<file path="src/rtl/dcnt_timer.sv">
module dcnt_timer #(
  parameter int CW = 32
) (
  input  logic        clk,
  input  logic        rst_n,
  input  logic        tick_fast,
  input  logic        tick_slow,
  input  logic        wr_en,
  input  logic [3:0]  addr,
  input  logic [31:0] wdata,
  output logic [31:0] rdata,
  output logic        irq
);
  localparam logic [CW-1:0] ALL1 = '1;
  localparam logic [CW-1:0] ZERO = '0;
  localparam logic [CW-1:0] ONE  = CW'(1);

  logic [CW-1:0] load_q, cnt_q;
  logic en_q, per_q, fast_q, pend_q, rp_q;

  wire wr_load = wr_en && addr[3:2] == 2'd0;
  wire wr_ctrl = wr_en && addr[3:2] == 2'd2;
  wire wr_clr  = wr_en && addr[3:2] == 2'd3;
  wire start   = wr_ctrl && wdata[7] && !en_q;
  wire tick    = en_q && (fast_q ? tick_fast : tick_slow);
  wire uf      = tick && !rp_q && cnt_q == ZERO;

  always_ff @(posedge clk) begin
    if (!rst_n) begin
      load_q <= '0;
      cnt_q  <= '0;
      en_q   <= 1'b0;
      per_q  <= 1'b0;
      fast_q <= 1'b0;
      pend_q <= 1'b0;
      rp_q   <= 1'b0;
    end else begin
      if (wr_load) load_q <= wdata[CW-1:0];
      if (wr_ctrl) begin
        en_q   <= wdata[7];
        per_q  <= wdata[6];
        fast_q <= wdata[3];
      end
      if (start) cnt_q <= load_q;
      else if (tick) begin
        if (rp_q) cnt_q <= load_q;
        else if (cnt_q == ZERO) cnt_q <= per_q ? load_q : ALL1;
        else cnt_q <= cnt_q - ONE;
      end
      if (wr_load && en_q) rp_q <= 1'b1;
      else if (start || tick) rp_q <= 1'b0;
      if (uf) pend_q <= 1'b1;
      else if (wr_clr) pend_q <= 1'b0;
    end
  end

  always_comb begin
    case (addr[3:2])
      2'd0:    rdata = 32'(load_q);
      2'd1:    rdata = 32'(cnt_q);
      2'd2:    rdata = {24'd0, en_q, per_q, 2'b00, fast_q, 3'b000};
      default: rdata = 32'd0;
    endcase
  end

  assign irq = pend_q;

  assert_idle_R10: assert property (@(posedge clk) disable iff (!rst_n)
    !en_q && !start |=> $stable(cnt_q));
  assert_start_R3: assert property (@(posedge clk) disable iff (!rst_n)
    start |=> cnt_q == $past(load_q));
  assert_step_R4: assert property (@(posedge clk) disable iff (!rst_n)
    tick && !rp_q && cnt_q != ZERO |=> cnt_q == $past(cnt_q) - ONE);
  assert_reload_R5: assert property (@(posedge clk) disable iff (!rst_n)
    uf && per_q |=> irq && cnt_q == $past(load_q));
  assert_wrap_R6: assert property (@(posedge clk) disable iff (!rst_n)
    uf && !per_q |=> irq && cnt_q == ALL1);
  assert_clear_R7: assert property (@(posedge clk) disable iff (!rst_n)
    wr_clr && !uf |=> !irq);
  assert_hold_R7: assert property (@(posedge clk) disable iff (!rst_n)
    irq && !wr_clr |=> irq);
  assert_newload_R8: assert property (@(posedge clk) disable iff (!rst_n)
    tick && rp_q |=> cnt_q == $past(load_q));
endmodule

</file>
<file path="config.mk">
export PLATFORM = sky130hd
export DESIGN_NAME = dcnt_timer
export DESIGN_NICKNAME = d
export VERILOG_FILES = /design/src/rtl/dcnt_timer.sv
export SDC_FILE = /design/constraint.sdc
export NUM_CORES = 1
export LEC_CHECK = 0
export BUFFER_PORTS_ARGS = -buffer_cell sky130_fd_sc_hd__buf_2
export CAP_MARGIN = 20
export CORE_UTILIZATION = 30
export DETAILED_ROUTE_END_ITERATION = 16
export PLACE_DENSITY_LB_ADDON = 0.1
export SYNTH_ARGS = -nofsm -noshare
export SYNTH_HDL_FRONTEND = slang
export SYNTH_SLANG_ARGS = --single-unit
</file>
<file path="constraint.sdc">
create_clock -name clk -period 2.75 [get_ports clk]
set_input_delay 0.275 -clock clk [delete_from_list [all_inputs] [get_ports clk]]
set_output_delay 0.275 -clock clk [all_outputs]
set_load 0.1 [all_outputs]
</file>
==> impl_metrics.tcl <==
set metrics [dict create \
    status "completed" \
    cap_violations 0 \
    cts_buffers 9 \
    final_common_cell "nand2_1" \
    fp.dieH_um 119 \
    drc 0 \
    finalSetupViolations 0 \
    synth-async-reset-ratio_pct 0 \
    die_area_um2 14100 \
    reg2reg_depth 8 \
    port_buffers 71 \
    wire_per_inst_um 17.4 \
    ys_types 63 \
    num_rows 42 \
    design_area_um2 5030 \
    syn_area_per_cell_um2 7.67 \
    path_clk_slew_ps 60 \
    hold_slack_ps 171 \
    route.met3.wl_um 723 \
    via_per_inst 5.33 \
    ir_drop_mv 0.224 \
    ctsHoldBuffers 0 \
    cp.depth 8 \
    dp_hpwl_mm 9.57 \
    critPathCaptureType "register" \
    cts_tree "built" \
    clock_sinks 69 \
    wl_met2_mm 6.06 \
    hold_viol 0 \
    num_antenna_cells 0 \
    fin_crit_sh_pct 84.0 \
    yosysTopAreaCellShare_pct 33.8 \
    place_congestion 0.863 \
    synth_warnings 0 \
    fmax_ghz 0.433 \
    clockBufferDepth 2 \
    area_growth_syn_to_layout_pct 23.1 \
    crit_type "register to register" \
    post_dp_cell_area_um2 4720 \
    crit_arrival_ps 2540 \
    path_delay_family "compound AO/OA/AOI/OAI gates" \
    fin_nets 646 \
    clockRootBuffer "clkbuf_16" \
    min_period_ps 2310 \
    ant_nets 0 \
    clkLatencyLatePin_ps 340 \
    synth_area_leader_cell "dfxtp_1" \
    finClkSkew_ps 2.97 \
    synth-main-ff-cell "dfxtp_1" \
    vias 4179 \
    netlist_instances 533 \
    post_cts_buffers 0 \
    top_layer "met4" \
    cts-resized-gates 0 \
    drtIter0Drc 247 \
    slew_headroom_pct 48.0 \
    ys_seq_elements 69 \
    cp_cell_sequence "inv_1 -> ha_1 -> nor3b_1 -> and4b_1 -> a31oi_1 -> buf_4 -> a22oi_1 -> o211a_1" \
    grt_pass1_vias 4074 \
    io_pins 74 \
    worst_pin_slew_ps 780 \
    antenna_found_initial 0 \
    final_cell_mix "nand2_1 (84), buf_2 (71), dfxtp_1 (69), nor2_1 (52), nor3_1 (46)" \
    h-tree-depth 3 \
    cpPeakStageDelay_ps 570 \
    finalMaxSlewViolations 0 \
    wl_met1_mm 6.60 \
    drive_gt1_share_pct 21.7 \
    fp.coreArea_um2 13200 \
    powerDensity_nw_per_um2 696 \
    hp-class "primary input to register" \
    path_max_fanout 7 \
    synth_nets 576 \
    die_w_um 119 \
    track_usage_pct 20.2 \
    p_leak_uw 0.00201 \
    crit_path_start_kind "register" \
    post-place-ws_ps 443 \
    critPathRequiredTime_ps 2980 \
    yosysSeqAreaShare_pct 33.8 \
    whs_path_depth 3 \
    syn-cell-area_um2 4090 \
    fin_tns_setup_ps 0 \
    synth-edff-count 0 \
    synthTopCellsByArea "dfxtp_1 (34%), mux2i_1 (9.1%), nand2_1 (7.7%)" \
    grt_max_degree 37 \
    routed_wl_mm 13.7 \
    path_buf_inv 2 \
    finish.utilization_pct 38.0 \
    fin_ws_ps 439 \
    crit_slowest_cell "a31oi_1" \
    initial_core_util_pct 30.9 \
    rsz0062_at_grt "no" \
    dr.pass1.iters 4 \
    overflow 0 \
    grt_pass1_wl_mm 22.3 \
]
report_power, final:
group          total [uW]  internal (uW)  switching, uW
Sequential           1130           1050           78.3
Combinational        1140            404            741
Clock                1220            772            453
Total                3500           2230           1270
synth_stat cells, drive strengths merged, types with 5 or more instances:
library cell	count
a211oi	12
a21oi	41
a31oi	8
and3	7
buf	10
clkbuf	28
dfxtp	69
inv	7
mux2i	37
nand2	84
nand3	14
nand4	6
nor2	52
nor3	47
nor4	17
o211ai	5
o21ai	26
worst register-to-register path: cells and delay by family, from the launching register on:
family / cells / cell delay (ps)
AOI/OAI and AO/OA: 3 / 780
and+or+nand+nor: 2 / 430
DFF: 1 / 420
buffers and inverters: 2 / 360
adders and majority gates: 1 / 220
registers in the layout, summed over array words and instances (netlist names):
register  flops
fast_q        1
cnt_q        32
load_q       32
irq           1
rp_q          1
en_q          1
per_q         1
final cells by class:
type | count | area, um2
Clock inverter | 4 | 45.0
Inverter | 8 | 30.0
Tap cell | 176 | 220
Sequential cell | 69 | 1380
Timing Repair Buffer | 97 | 551
Multi-Input combinational cell | 418 | 2540
Fill cell | 1455 | 8210
Clock buffer | 12 | 267
stage by stage:
stage	cells	total power, uW
2_1_floorplan	533	1940
3_3_place_gp	767	2280
3_5_place_dp	768	2290
4_1_cts	784	3520
5_1_grt	784	3690
6_report	784	3500
path summary, 6_finish.rpt:
check / from / to / slack [ps]
worst max register to register: cnt_q[0]$_SDFFE_PN0P_ / cnt_q[9]$_SDFFE_PN0P_ / 440
worst min register to register: load_q[22]$_SDFFE_PN0P_ / load_q[22]$_SDFFE_PN0P_ / 470
worst max-delay path: cnt_q[0]$_SDFFE_PN0P_ / cnt_q[9]$_SDFFE_PN0P_ / 440
worst min-delay path: wdata[28] / load_q[28]$_SDFFE_PN0P_ / 170
metal layers:
layer	track usage [%]	up-vias
met5	0	-
met4	7.67	0
met3	3.43	20
met2	31.3	105
met1	27.9	1957
li1	-	2097
cell families (layout without fill, tap and decap cells):
family	after synthesis	after routing	share of synthesized area [%]
AOI/OAI and AO/OA	124	124	19.9
muxes	38	38	9.34
buffers and inverters	46	121	4.71
DFF	69	69	33.8
xor gates and xnor gates	2	2	0.429
adders and majority gates	2	2	0.612
and+or+nand+nor	252	252	31.2
Power figures use the tool's default switching activity.
